[config.mk]
export PLATFORM = sky130hd
export DESIGN_NAME = io_trap_smi_gen
export DESIGN_NICKNAME = d
export VERILOG_FILES = /design/src/rtl/io_trap_pkg.sv /design/src/rtl/trap_regs.sv /design/src/rtl/trap_decode.sv /design/src/rtl/trap_timer.sv /design/src/rtl/io_trap_smi_gen.sv
export SDC_FILE = /design/constraint.sdc
export NUM_CORES = 1
export LEC_CHECK = 0
export ABC_CLOCK_PERIOD_IN_PS = 2800
export CAP_MARGIN = 20
export CORE_MARGIN = 1.5
export CORE_UTILIZATION = 40
export CTS_CLUSTER_SIZE = 28
export DETAILED_ROUTE_END_ITERATION = 10
export DONT_BUFFER_PORTS = 1
export PLACE_DENSITY = 0.52
export SKIP_CTS_REPAIR_TIMING = 1
export SLEW_MARGIN = 10
export SYNTH_ARGS = -nofsm -noshare
export SYNTH_HDL_FRONTEND = slang
export SYNTH_SLANG_ARGS = --single-unit
[constraint.sdc]
create_clock -name clk -period 2.8 [get_ports clk]
set_input_delay 0.14 -clock clk [delete_from_list [all_inputs] [get_ports clk]]
set_output_delay 0.14 -clock clk [all_outputs]
set_load 0.005 [all_outputs]
[src/rtl/io_trap_pkg.sv]
package io_trap_pkg;
  // width of the I/O port address compared by the windows
  localparam int IO_W = 16;

  // window match: mask bit 1 = compare this address bit
  function automatic logic win_match(input logic [IO_W-1:0] a,
                                     input logic [IO_W-1:0] base,
                                     input logic [IO_W-1:0] mask);
    return ((a ^ base) & mask) == '0;
  endfunction

  // cycle qualifies for I/O handling: I/O space, data, not coprocessor
  function automatic logic is_io_data(input logic mio, input logic dc,
                                      input logic cop);
    return !mio && dc && !cop;
  endfunction
endpackage

[src/rtl/trap_regs.sv]
module trap_regs
  import io_trap_pkg::*;
#(
  parameter int NWIN = 4,
  parameter int RA_W = 4
) (
  input  logic                      clk,
  input  logic                      rst_n,
  input  logic                      cfg_we,
  input  logic [RA_W-1:0]           cfg_addr,
  input  logic [IO_W-1:0]           cfg_wdata,
  output logic [IO_W-1:0]           cfg_rdata,
  input  logic                      trap_fire,
  input  logic [IO_W-1:0]           trap_addr,
  input  logic                      trap_dir,
  output logic [NWIN-1:0][IO_W-1:0] base_o,
  output logic [NWIN-1:0][IO_W-1:0] mask_o,
  output logic [NWIN-1:0]           pd_o,
  output logic                      brk_en_o,
  output logic                      smi_n
);
  localparam int CTRL_A  = 2 * NWIN;
  localparam int STAT_A  = 2 * NWIN + 1;
  localparam int TADDR_A = 2 * NWIN + 2;
  localparam int BRK_BIT = NWIN;

  logic [NWIN-1:0][IO_W-1:0] base_q, mask_q;
  logic [NWIN-1:0]           pd_q;
  logic                      brk_q, pend_q, dir_q;
  logic [IO_W-1:0]           taddr_q;

  logic clr_req;
  assign clr_req = cfg_we && (int'(cfg_addr) == STAT_A) && cfg_wdata[0];

  for (genvar i = 0; i < NWIN; i++) begin : g_win
    always_ff @(posedge clk or negedge rst_n) begin
      if (!rst_n) begin
        base_q[i] <= '0;
        mask_q[i] <= '0;
      end else if (cfg_we) begin
        if (int'(cfg_addr) == i)        base_q[i] <= cfg_wdata;
        if (int'(cfg_addr) == NWIN + i) mask_q[i] <= cfg_wdata;
      end
    end
  end

  always_ff @(posedge clk or negedge rst_n) begin
    if (!rst_n) begin
      pd_q  <= '0;
      brk_q <= 1'b0;
    end else if (cfg_we && int'(cfg_addr) == CTRL_A) begin
      pd_q  <= cfg_wdata[NWIN-1:0];
      brk_q <= cfg_wdata[BRK_BIT];
    end
  end

  always_ff @(posedge clk or negedge rst_n) begin
    if (!rst_n) begin
      pend_q  <= 1'b0;
      dir_q   <= 1'b0;
      taddr_q <= '0;
    end else if (trap_fire) begin
      pend_q <= 1'b1;
      if (!pend_q) begin
        dir_q   <= trap_dir;
        taddr_q <= trap_addr;
      end
    end else if (clr_req) begin
      pend_q <= 1'b0;
    end
  end

  always_comb begin
    cfg_rdata = '0;
    for (int i = 0; i < NWIN; i++) begin
      if (int'(cfg_addr) == i)        cfg_rdata = base_q[i];
      if (int'(cfg_addr) == NWIN + i) cfg_rdata = mask_q[i];
    end
    if (int'(cfg_addr) == CTRL_A) begin
      cfg_rdata[NWIN-1:0] = pd_q;
      cfg_rdata[BRK_BIT]  = brk_q;
    end
    if (int'(cfg_addr) == STAT_A)  cfg_rdata[1:0] = {pend_q, dir_q};
    if (int'(cfg_addr) == TADDR_A) cfg_rdata = taddr_q;
  end

  assign base_o   = base_q;
  assign mask_o   = mask_q;
  assign pd_o     = pd_q;
  assign brk_en_o = brk_q;
  assign smi_n    = !pend_q;


  clear_release_chk: assert property (@(posedge clk) disable iff (!rst_n)
    (clr_req && !trap_fire) |=> smi_n);


  keep_first_trap_chk: assert property (@(posedge clk) disable iff (!rst_n)
    (pend_q && trap_fire) |=> ($stable(taddr_q) && $stable(dir_q)));
endmodule

[src/rtl/trap_decode.sv]
module trap_decode
  import io_trap_pkg::*;
#(
  parameter int NWIN   = 4,
  parameter int ADDR_W = 24
) (
  input  logic                      ads_n,
  input  logic                      mio,
  input  logic                      dc,
  input  logic [ADDR_W-1:0]         addr,
  input  logic                      idle,
  input  logic [NWIN-1:0][IO_W-1:0] base_i,
  input  logic [NWIN-1:0][IO_W-1:0] mask_i,
  input  logic [NWIN-1:0]           pd_i,
  input  logic                      brk_en,
  output logic                      io_start,
  output logic                      trap_hit
);
  logic [NWIN-1:0] win_hit;
  logic            cop;

  assign cop = addr[ADDR_W-1];

  for (genvar i = 0; i < NWIN; i++) begin : g_cmp
    assign win_hit[i] = pd_i[i] && win_match(addr[IO_W-1:0], base_i[i], mask_i[i]);
  end

  assign io_start = !ads_n && idle && is_io_data(mio, dc, cop);
  assign trap_hit = io_start && brk_en && (|win_hit);
endmodule

[src/rtl/trap_timer.sv]
module trap_timer #(
  parameter int TRAP_LEAD = 4,
  parameter int IO_WAIT   = 2
) (
  input  logic clk,
  input  logic rst_n,
  input  logic io_start,
  input  logic trap_hit,
  input  logic smi_n,
  output logic ready_n,
  output logic idle
);
  localparam int MAXW  = (TRAP_LEAD - 1 > IO_WAIT) ? TRAP_LEAD - 1 : IO_WAIT;
  localparam int CNT_W = $clog2(MAXW + 1);
  localparam logic [CNT_W-1:0] TRAP_LD = CNT_W'(TRAP_LEAD - 1);
  localparam logic [CNT_W-1:0] IO_LD   = CNT_W'(IO_WAIT);

  logic [CNT_W-1:0] cnt_q;
  logic             busy_q, trap_cyc_q;

  always_ff @(posedge clk or negedge rst_n) begin
    if (!rst_n) begin
      cnt_q      <= '0;
      busy_q     <= 1'b0;
      trap_cyc_q <= 1'b0;
      ready_n    <= 1'b1;
    end else begin
      ready_n <= 1'b1;
      if (io_start) begin
        busy_q     <= 1'b1;
        trap_cyc_q <= trap_hit;
        cnt_q      <= trap_hit ? TRAP_LD : IO_LD;
      end else if (busy_q) begin
        if (cnt_q == CNT_W'(1)) begin
          ready_n <= 1'b0;
          busy_q  <= 1'b0;
        end else begin
          cnt_q <= cnt_q - 1'b1;
        end
      end
    end
  end

  assign idle = !busy_q;

  // checker: consecutive edges on which smi_n was sampled low
  logic [CNT_W:0] smi_run_q;
  always_ff @(posedge clk or negedge rst_n) begin
    if (!rst_n)              smi_run_q <= '0;
    else if (smi_n)          smi_run_q <= '0;
    else if (!(&smi_run_q))  smi_run_q <= smi_run_q + 1'b1;
  end


  smi_lead_chk: assert property (@(posedge clk) disable iff (!rst_n)
    (!ready_n && trap_cyc_q) |-> (int'(smi_run_q) >= TRAP_LEAD - 1));


  ready_pulse_chk: assert property (@(posedge clk) disable iff (!rst_n)
    !ready_n |=> ready_n);


  no_stray_ready_chk: assert property (@(posedge clk) disable iff (!rst_n)
    (!busy_q && !io_start) |=> ready_n);
endmodule

[src/rtl/io_trap_smi_gen.sv]
module io_trap_smi_gen
  import io_trap_pkg::*;
#(
  parameter int NWIN      = 4,
  parameter int ADDR_W    = 24,
  parameter int TRAP_LEAD = 4,
  parameter int IO_WAIT   = 2,
  parameter int RA_W      = $clog2(2 * NWIN + 3)
) (
  input  logic              clk,
  input  logic              rst_n,
  input  logic              ads_n,
  input  logic              mio,
  input  logic              dc,
  input  logic              wr,
  input  logic [ADDR_W-1:0] addr,
  input  logic              cfg_we,
  input  logic [RA_W-1:0]   cfg_addr,
  input  logic [IO_W-1:0]   cfg_wdata,
  output logic [IO_W-1:0]   cfg_rdata,
  output logic              smi_n,
  output logic              ready_n,
  output logic              brk_en_n
);
  logic [NWIN-1:0][IO_W-1:0] base_w, mask_w;
  logic [NWIN-1:0]           pd_w;
  logic                      brk_en_w, io_start, trap_hit, idle;

  trap_regs #(.NWIN(NWIN), .RA_W(RA_W)) u_regs (
    .clk(clk), .rst_n(rst_n),
    .cfg_we(cfg_we), .cfg_addr(cfg_addr), .cfg_wdata(cfg_wdata),
    .cfg_rdata(cfg_rdata),
    .trap_fire(trap_hit), .trap_addr(addr[IO_W-1:0]), .trap_dir(wr),
    .base_o(base_w), .mask_o(mask_w), .pd_o(pd_w),
    .brk_en_o(brk_en_w), .smi_n(smi_n)
  );

  trap_decode #(.NWIN(NWIN), .ADDR_W(ADDR_W)) u_dec (
    .ads_n(ads_n), .mio(mio), .dc(dc), .addr(addr), .idle(idle),
    .base_i(base_w), .mask_i(mask_w), .pd_i(pd_w), .brk_en(brk_en_w),
    .io_start(io_start), .trap_hit(trap_hit)
  );

  trap_timer #(.TRAP_LEAD(TRAP_LEAD), .IO_WAIT(IO_WAIT)) u_tmr (
    .clk(clk), .rst_n(rst_n),
    .io_start(io_start), .trap_hit(trap_hit), .smi_n(smi_n),
    .ready_n(ready_n), .idle(idle)
  );

  assign brk_en_n = !brk_en_w;


  other_cycle_chk: assert property (@(posedge clk) disable iff (!rst_n)
    (!ads_n && idle && (mio || !dc || addr[ADDR_W-1])) |=> !$fell(smi_n));


  brk_off_chk: assert property (@(posedge clk) disable iff (!rst_n)
    brk_en_n |=> !$fell(smi_n));


  trap_smi_chk: assert property (@(posedge clk) disable iff (!rst_n)
    trap_hit |=> !smi_n);
endmodule

==> results.txt, run 1 <==
status -> finished with violations
failing checks -> hold timing
fin crit share -> 0.935
crit-path max cell delay -> 0.43 ns
Synth Area per Inst -> 12.0 um^2
most used cell, CP -> buf_4
WS Path Type -> reg2reg
Core ar. -> 19400 um^2
Hold Crit Class -> in2async
CTS Sinks -> 155
drt total wl -> 24200 um
grt total ovfl -> 0
most common cell after layout, fill and taps aside -> dfrtp_1
largest net degree at the start of global routing -> 156
commonest non-fill, non-tap cells in the layout -> dfrtp_1 (154), mux2_2 (141), xor2_1 (65)
Post-DRT Antenna Nets -> 0
Mapped Cells -> 659
Pint -> 4.95 mW
crit path buf inv count -> 3
# rows -> 51
routability congestion estimate -> 0.815
critical path endpoint category -> flip-flop
Synth top area share -> 0.487
worst-path cell chain -> xor2_1, a222oi_1, inv_1, nor3_1, nor4_1, buf_4, nor4_4, buf_4, mux2_2
FF-to-FF path depth -> 9
Initial Util -> 0.408
antenna violations before repair -> 0
RSZ-0062 raised after global routing -> false
post-place setup slack -> 0.200 ns
logic depth of the worst path, buffers included -> 9
Seq cells post-synth -> 155
Leakage -> 3.99 nW
endpoints failing setup -> 0
Critical Path AT -> 2.94 ns
Sw Ratio -> 0.287
I/O Buffers -> 0
max-slew violation count -> 0
CTS Buffer Depth -> 2
drt drc -> 0
FMAX -> 382 MHz
startpoint types -> flip-flop
skew final -> 0.0112 ns
Sequential Power Share -> 0.463
sequential share of the synthesized area -> 0.491
Clk pin slew, worst setup/hold paths -> 0.06 ns
Post-synth EDFFs -> 0
Post-synth top flop -> dfrtp_1
via count -> 5620
area leader, netlist -> dfrtp_1
Worst VDD drop -> 0.000416 V
first-pass GRT wire length -> 35700 um
Netlist cell types -> 38
worst skew pair latency -> 0.43 ns
Final nets -> 738
Final Hold Violating Endpoints -> 156
hpwl dp -> 15900 um
Synth Warn # -> 0
CTS tree -> done
CP max stage cell -> a222oi_1
vias in the first global route -> 5674
root buf cell -> clkbuf_16
Area Overhead vs Synth -> 15.4%
Psw -> 1.99 mW
Gate power share -> 0.193
all-layer global routing usage -> 0.243
final hold slack -> -0.590 ns
cell area after synthesis -> 7910 um^2
Synth area leaders -> dfrtp_1 (49%), mux2_2 (20%), xor2_1 (7.2%)
DR pass1 iterations -> 4
max cap viols -> 0
initial drt markers -> 423
DR WL/cell -> 25.1 um
vias per inst -> 5.84
Num CTS Buffers -> 17
CP Max Fanout -> 11
overall power -> 6.94 mW
share of cells above drive strength 1 -> 0.281
Mapped Nets -> 711
htree depth -> 4
Die Y -> 144 um
Setup TNS -> 0 ns
fill count -> 1839
Post-synth ARST share -> 1.00
Die Area -> 20600 um^2
I/O pins -> 70
Tmin final -> 2.62 ns
# diodes -> 0
post-route setup slack -> 0.181 ns
Slew @ Worst Pin -> 1.16 ns
Non-Filler Instances -> 963
Top delay family on crit path -> buffers and inverters
worst relative slew slack -> 0.226
clock power share -> 0.344
PD cells -> 761 nW/um^2
die width -> 144 um
Worst EP required -> 3.12 ns
Placed Cells -> 898
-- cell type report --
type                       count  area, um^2  area share
sequential                   155        3880       0.425
inverter                       7        26.3     0.00288
multi-input combinational    453        3810       0.418
clock buffer                  22         464      0.0509
tap                          265         332      0.0363
timing repair buffer          52         475      0.0521
clock inverter                 9         138      0.0151
-- worst register-to-register path, stage by stage (launching register included) --
cell and delay (ns):
dfrtp_1 0.41, xor2_1 0.19, a222oi_1 0.43, inv_1 0.15, nor3_1 0.22, nor4_1 0.10
buf_4 0.17, nor4_4 0.14, buf_4 0.30, mux2_2 0.39
-- synthesized netlist by cell type (all sizes together), types with 6 or more instances --
master,instances
nand2,44
inv,7
nand4,19
dfrtp,154
nand3,13
o21ai,22
xor2,65
mux2,151
a22oi,59
nor2,16
mux2i,13
nor3,7
clkbuf,17
nand2b,6
buf,27
-- worst paths after layout --
check / slack, ns / from / to
max: 0.18 / u_regs.base_o[55] / u_regs.taddr_q[5]
min: -0.59 / rst_n / u_regs.pd_o[1]
max reg2reg: 0.18 / u_regs.base_o[55] / u_regs.taddr_q[5]
min reg2reg: 0.43 / u_tmr.busy_q / u_tmr.ready_n
max in group asynchronous: 3.13 / rst_n / u_regs.base_o[39]
min in group clk: 0 / cfg_addr[2] / u_regs.pend_q
-- flip-flops by register name (all words and copies together) (netlist names) --
signal           cells
u_tmr.busy_q         1
u_regs.base_o       64
u_regs.taddr_q      16
u_regs.pend_q        1
u_tmr.cnt_q          2
u_regs.brk_en_o      1
u_regs.dir_q         1
u_tmr.ready_n        1
u_regs.mask_o       64
u_regs.pd_o          4
-- per-layer routing --
metal / part of all wire / up-vias / wire length, um / global-route usage
li1: - / 2451 / - / -
met1: 0.45 / 2954 / 11000 / 0.330
met2: 0.46 / 170 / 11100 / 0.373
met3: 0.061 / 45 / 1490 / 0.0670
met4: 0.028 / 0 / 666 / 0.0865
met5: 0 / - / 0 / 0
-- cell families after synthesis --
logic type | Yosys count | synth area share
and+or+nand+nor | 116 | 0.0720
adders and majority gates | 1 | 0.00158
xor gates and xnor gates | 65 | 0.0720
DFF | 155 | 0.491
muxes | 168 | 0.243
buffers and inverters | 51 | 0.0285
AOI/OAI and AO/OA | 103 | 0.0924
-- per-stage QoR --
step	utilization	cell area (um^2)
after floorplan	-	7910
after global placement	0.422	8190
after detailed placement	0.422	8190
after CTS	0.453	8790
after global routing	0.471	9130
final	0.471	9130
-- power groups by stage --
stage | clock network (mW) | registers (mW) | logic [mW]
after floorplan | 0 | 3.10 | 1.02
after global placement | 0 | 3.22 | 1.25
after detailed placement | 0 | 3.25 | 1.28
after CTS | 2.43 | 3.21 | 1.28
after global routing | 2.53 | 3.28 | 1.46
final | 2.39 | 3.21 | 1.34
(Power assumes the default switching activity.)
==> run 2: changes to the inputs <==
--- a/config.mk
+++ b/config.mk
@@ -7,12 +7,13 @@
 export LEC_CHECK = 0
 export ABC_CLOCK_PERIOD_IN_PS = 2800
 export CAP_MARGIN = 20
-export CORE_MARGIN = 1.5
+export CORE_MARGIN = 10
 export CORE_UTILIZATION = 40
 export CTS_CLUSTER_SIZE = 28
 export DETAILED_ROUTE_END_ITERATION = 10
 export DONT_BUFFER_PORTS = 1
 export PLACE_DENSITY = 0.52
+export SETUP_SLACK_MARGIN = 0.05
 export SKIP_CTS_REPAIR_TIMING = 1
 export SLEW_MARGIN = 10
 export SYNTH_ARGS = -nofsm -noshare
==> run 2 against run 1 <==
Against the previous run: the run still ends with hold timing left; sequential cell count unchanged; via count fell by 0.32%; register-to-register slack gained 0.08 ns; sequential share of layout area about the same; die area rose by 25%; largest cell class unchanged; largest power group unchanged.
==> results.txt, run 2 (synthesized netlist as in run 1, its figures left out) <==
status -> finished with violations
failing checks -> hold timing
critical path endpoint category -> flip-flop
crit-path max cell delay -> 0.40 ns
htree depth -> 4
antenna violations before repair -> 0
commonest non-fill, non-tap cells in the layout -> dfrtp_1 (154), mux2_2 (141), xor2_1 (65)
post-place setup slack -> 0.258 ns
CP max stage cell -> dfrtp_1
via count -> 5602
worst skew pair latency -> 0.44 ns
root buf cell -> clkbuf_16
Critical Path AT -> 2.85 ns
die width -> 161 um
Setup TNS -> 0 ns
CTS Sinks -> 155
I/O pins -> 70
Hold Crit Class -> in2async
hpwl dp -> 16500 um
Die Area -> 25800 um^2
Placed Cells -> 897
Area Overhead vs Synth -> 15.5%
endpoints failing setup -> 0
Leakage -> 4.00 nW
CTS Buffer Depth -> 2
overall power -> 6.96 mW
Final nets -> 737
PD cells -> 762 nW/um^2
DR pass1 iterations -> 5
RSZ-0062 raised after global routing -> false
Worst VDD drop -> 0.000463 V
drt drc -> 0
drt total wl -> 25000 um
grt met2 use -> 0.300
vias per inst -> 5.82
Storage cell area -> 3880 um^2
final hold slack -> -0.603 ns
max-slew violation count -> 0
Tmin final -> 2.54 ns
placed inst area -> 8180 um^2
largest net degree at the start of global routing -> 156
Non-Filler Instances -> 963
worst relative slew slack -> 0.270
Clk pin slew, worst setup/hold paths -> 0.07 ns
# diodes -> 0
all-layer global routing usage -> 0.190
Num CTS Buffers -> 17
post-route setup slack -> 0.261 ns
# rows -> 51
WS Path Type -> reg2reg
area occupied by multi-input gates -> 3820 um^2
first-pass GRT wire length -> 37000 um
initial drt markers -> 428
Slew @ Worst Pin -> 1.09 ns
grt total ovfl -> 0
post-layout util -> 0.469
Post-DRT Antenna Nets -> 0
most common cell after layout, fill and taps aside -> dfrtp_1
startpoint types -> flip-flop
share of cells above drive strength 1 -> 0.288
fill count -> 1827
fin crit share -> 0.907
Die Y -> 161 um
routability congestion estimate -> 0.889
I/O Buffers -> 0
Initial Util -> 0.406
Core ar. -> 19500 um^2
vias in the first global route -> 5679
CTS tree -> done
worst-path cell chain -> xor2_1, a22oi_1, nand4_1, a2111oi_2, nor4_2, nor4_4, buf_4, mux2_1
skew final -> 0.0154 ns
FMAX -> 394 MHz
Final Hold Violating Endpoints -> 155
gr busiest metal -> met2
max cap viols -> 0
GR met1 Demand/Resource -> 0.244
CP Max Fanout -> 9
DR WL/cell -> 26.0 um
GR Util met3 -> 0.0560
finished layout cell area -> 9130 um^2
Worst EP required -> 3.11 ns
==> run 2: cell types whose count changed in the layout (fill, tap and decap cells not counted) <==
cell / delta
nor4_1: -1
nor4_2: +1
inv_6: +3
clkbuf_8: -2
a2111oi_1: -1
buf_4: -1
inv_8: +4
bufinv_16: -1
clkbuf_1: -3
a2111oi_2: +1
==> run 2: power breakdown <==
part	internal [mW]	switching [mW]
Clock	1.35	1.04
Sequential	2.76	0.454
Combinational	0.737	0.623
Total	4.85	2.12
==> run 2: layout make-up <==
| class | count | share of cell area |
|---|---|---|
| clock buffers | 17 | 0.0466 |
| multi-input cells | 453 | 0.419 |
| well taps | 265 | 0.0363 |
| repair buffers | 51 | 0.0512 |
| clock inverters | 15 | 0.0196 |
| inverters | 7 | 0.00288 |
| flip-flops and latches | 155 | 0.425 |
==> run 2: critical path: cells and delay by family (launching register included) <==
kind                   cells  cell delay (ns)
AO/OA/AOI/OAI              2             0.69
XOR/XNOR                   1             0.16
buffers and inverters      1             0.27
flip-flops                 1             0.40
multiplexers               1             0.34
AND/OR/NAND/NOR            3             0.54
==> run 2: worst paths after layout <==
| check | start | endpoint | slack, ns | cells after the start |
|---|---|---|---|---|
| hold reg to reg | u_tmr.busy_q | u_tmr.ready_n | 0.42 | 1 |
| hold / removal | rst_n | u_regs.pd_o[1] | -0.60 | 0 |
| max in group asynchronous | rst_n | u_regs.base_o[26] | 3.02 | 0 |
| setup / recovery | u_regs.base_o[1] | u_regs.taddr_q[14] | 0.26 | 8 |
| setup reg to reg | u_regs.base_o[1] | u_regs.taddr_q[14] | 0.26 | 8 |
| min in group clk | cfg_addr[1] | u_regs.pend_q | 0 | 3 |
==> run 2: routing by layer <==
| layer | vias up | wire [um] | share of wire |
|---|---|---|---|
| li1 | 2455 | - | - |
| met1 | 2939 | 11000 | 0.44 |
| met2 | 177 | 12000 | 0.48 |
| met3 | 31 | 1620 | 0.065 |
| met4 | 0 | 451 | 0.018 |
| met5 | - | 0 | 0 |
==> run 3: changes to the inputs <==
--- a/config.mk
+++ b/config.mk
@@ -6,13 +6,14 @@
 export NUM_CORES = 1
 export LEC_CHECK = 0
 export ABC_CLOCK_PERIOD_IN_PS = 2800
-export CAP_MARGIN = 20
+export CELL_PAD_IN_SITES_DETAIL_PLACEMENT = 0
+export CELL_PAD_IN_SITES_GLOBAL_PLACEMENT = 1
 export CORE_MARGIN = 10
 export CORE_UTILIZATION = 40
 export CTS_CLUSTER_SIZE = 28
 export DETAILED_ROUTE_END_ITERATION = 10
 export DONT_BUFFER_PORTS = 1
-export PLACE_DENSITY = 0.52
+export PLACE_DENSITY = 0.62
 export SETUP_SLACK_MARGIN = 0.05
 export SKIP_CTS_REPAIR_TIMING = 1
 export SLEW_MARGIN = 10
==> run 3 against run 2 <==
Against the previous run: the flow still finishes with violations (hold timing); clock power is 5% lower; via count down 0.82%; hold slack improved by 0.017 ns; critical path depth did not move; sequential share of layout area up 0.070 points; wire length is 2.3% lower; sequential power about the same; combinational power barely moved; fmax fell by 1.9%; utilization fell by 0.077 points; die area is the same.
==> results.txt, run 3 (synthesized netlist as in run 1, its figures left out) <==
status -> finished with violations
failing checks -> hold timing
htree depth -> 4
CTS Sinks -> 155
via count -> 5556
vias per inst -> 5.76
vias in the first global route -> 5720
fin crit share -> 0.924
Worst VDD drop -> 0.000421 V
most common cell after layout, fill and taps aside -> dfrtp_1
Non-Filler Instances -> 965
worst skew pair latency -> 0.43 ns
I/O Buffers -> 0
Setup TNS -> 0 ns
Post-DRT Antenna Nets -> 0
drt total wl -> 24500 um
initial drt markers -> 471
first-pass GRT wire length -> 36400 um
max-slew violation count -> 0
Core ar. -> 19500 um^2
Critical Path AT -> 2.89 ns
grt total ovfl -> 0
Die Y -> 161 um
Initial Util -> 0.406
placed inst area -> 8210 um^2
all-layer global routing usage -> 0.187
CP Max Fanout -> 17
FMAX -> 387 MHz
Gate power share -> 0.196
Final Hold Violating Endpoints -> 155
Worst EP required -> 3.11 ns
Pint -> 4.83 mW
CTS Buffer Depth -> 2
WS Path Type -> reg2reg
clock power share -> 0.332
Sw Ratio -> 0.291
finished layout cell area -> 9120 um^2
Hold Crit Class -> in2async
Leakage -> 3.97 nW
share of cells above drive strength 1 -> 0.281
Clk pin slew, worst setup/hold paths -> 0.07 ns
endpoints failing setup -> 0
startpoint types -> flip-flop
Num CTS Buffers -> 17
root buf cell -> clkbuf_16
Psw -> 1.98 mW
DR pass1 iterations -> 5
commonest non-fill, non-tap cells in the layout -> dfrtp_1 (154), mux2_2 (141), xor2_1 (65)
CTS tree -> done
critical path endpoint category -> flip-flop
max cap viols -> 0
largest net degree at the start of global routing -> 156
die width -> 161 um
I/O pins -> 70
# rows -> 51
worst relative slew slack -> 0.277
Final nets -> 739
routability congestion estimate -> 0.831
skew final -> 0.0112 ns
Area Overhead vs Synth -> 15.3%
drt drc -> 0
Slew @ Worst Pin -> 1.08 ns
final hold slack -> -0.586 ns
Die Area -> 25800 um^2
RSZ-0062 raised after global routing -> false
PD cells -> 747 nW/um^2
Sequential Power Share -> 0.472
post-layout util -> 0.469
antenna violations before repair -> 1
fill count -> 1794
Tmin final -> 2.59 ns
Placed Cells -> 899
DR WL/cell -> 25.4 um
# diodes -> 0
hpwl dp -> 16400 um
## run 3: cell types whose count changed in the layout (fill, tap and decap cells not counted)
cell and change:
inv_6 -5, buf_4 +1, nor4_1 +1, a2111oi_1 +1, a2111oi_2 -1, clkbuf_8 +1, buf_12 +1, nor4_2 -1
clkinv_4 -1, clkinvlp_4 +5, inv_8 -4, clkbuf_1 +4
## run 3: layout make-up
cell class	count	area, um^2	share of cell area
sequential	155	3880	0.425
timing repair buffer	53	495	0.0543
inverter	7	26.3	0.00288
multi-input combinational	453	3810	0.418
clock inverter	10	119	0.0130
clock buffer	22	454	0.0498
tap	265	332	0.0364
## run 3: power by group through the flow
stage	registers (mW)	clock network (mW)	logic, mW
after global placement	3.22	0	1.25
after floorplan	3.10	0	1.02
after detailed placement	3.25	0	1.27
after CTS	3.21	2.30	1.28
after global routing	3.28	2.40	1.46
final	3.22	2.26	1.34
## run 3: worst max-delay path: stages (launching register included)
cell and delay [ns]:
dfrtp_1 0.40, xor2_1 0.18, a22oi_1 0.33, nand3_1 0.13, a2111oi_1 0.40, nor4_1 0.21
nor4_4 0.22, buf_12 0.23, mux2_2 0.36
## run 3: final timing paths
kind	slack [ns]	end	cells past startpoint	startpoint
setup / recovery	0.21	u_regs.taddr_q[15]	8	u_regs.base_o[26]
hold / removal	-0.59	u_regs.mask_o[17]	0	rst_n
setup reg to reg	0.21	u_regs.taddr_q[15]	8	u_regs.base_o[26]
max in group asynchronous	3.21	u_tmr.ready_n	0	rst_n
min in group clk	0.01	u_regs.pend_q	3	cfg_addr[2]
hold reg to reg	0.43	u_tmr.ready_n	1	u_tmr.busy_q
## run 3: metrics by stage
stage               power [mW]  worst slack (ns)  hold WS [ns]
floorplan                 4.12             0.571        -0.156
finish                    6.81             0.213        -0.586
detailed placement        4.52             0.263        -0.145
global placement          4.47             0.278        -0.145
global route              7.15             0.106        -0.606
CTS                       6.79             0.236        -0.598
## run 3: per-layer routing
| layer | global-route usage | up-vias | share of wire | wire [um] |
|---|---|---|---|---|
| met2 | 0.299 | 147 | 0.48 | 11800 |
| li1 | - | 2460 | - | - |
| met1 | 0.241 | 2929 | 0.44 | 10800 |
| met3 | 0.0570 | 20 | 0.061 | 1490 |
| met4 | 0.0451 | 0 | 0.014 | 340 |
| met5 | 0 | - | 0 | 0 |
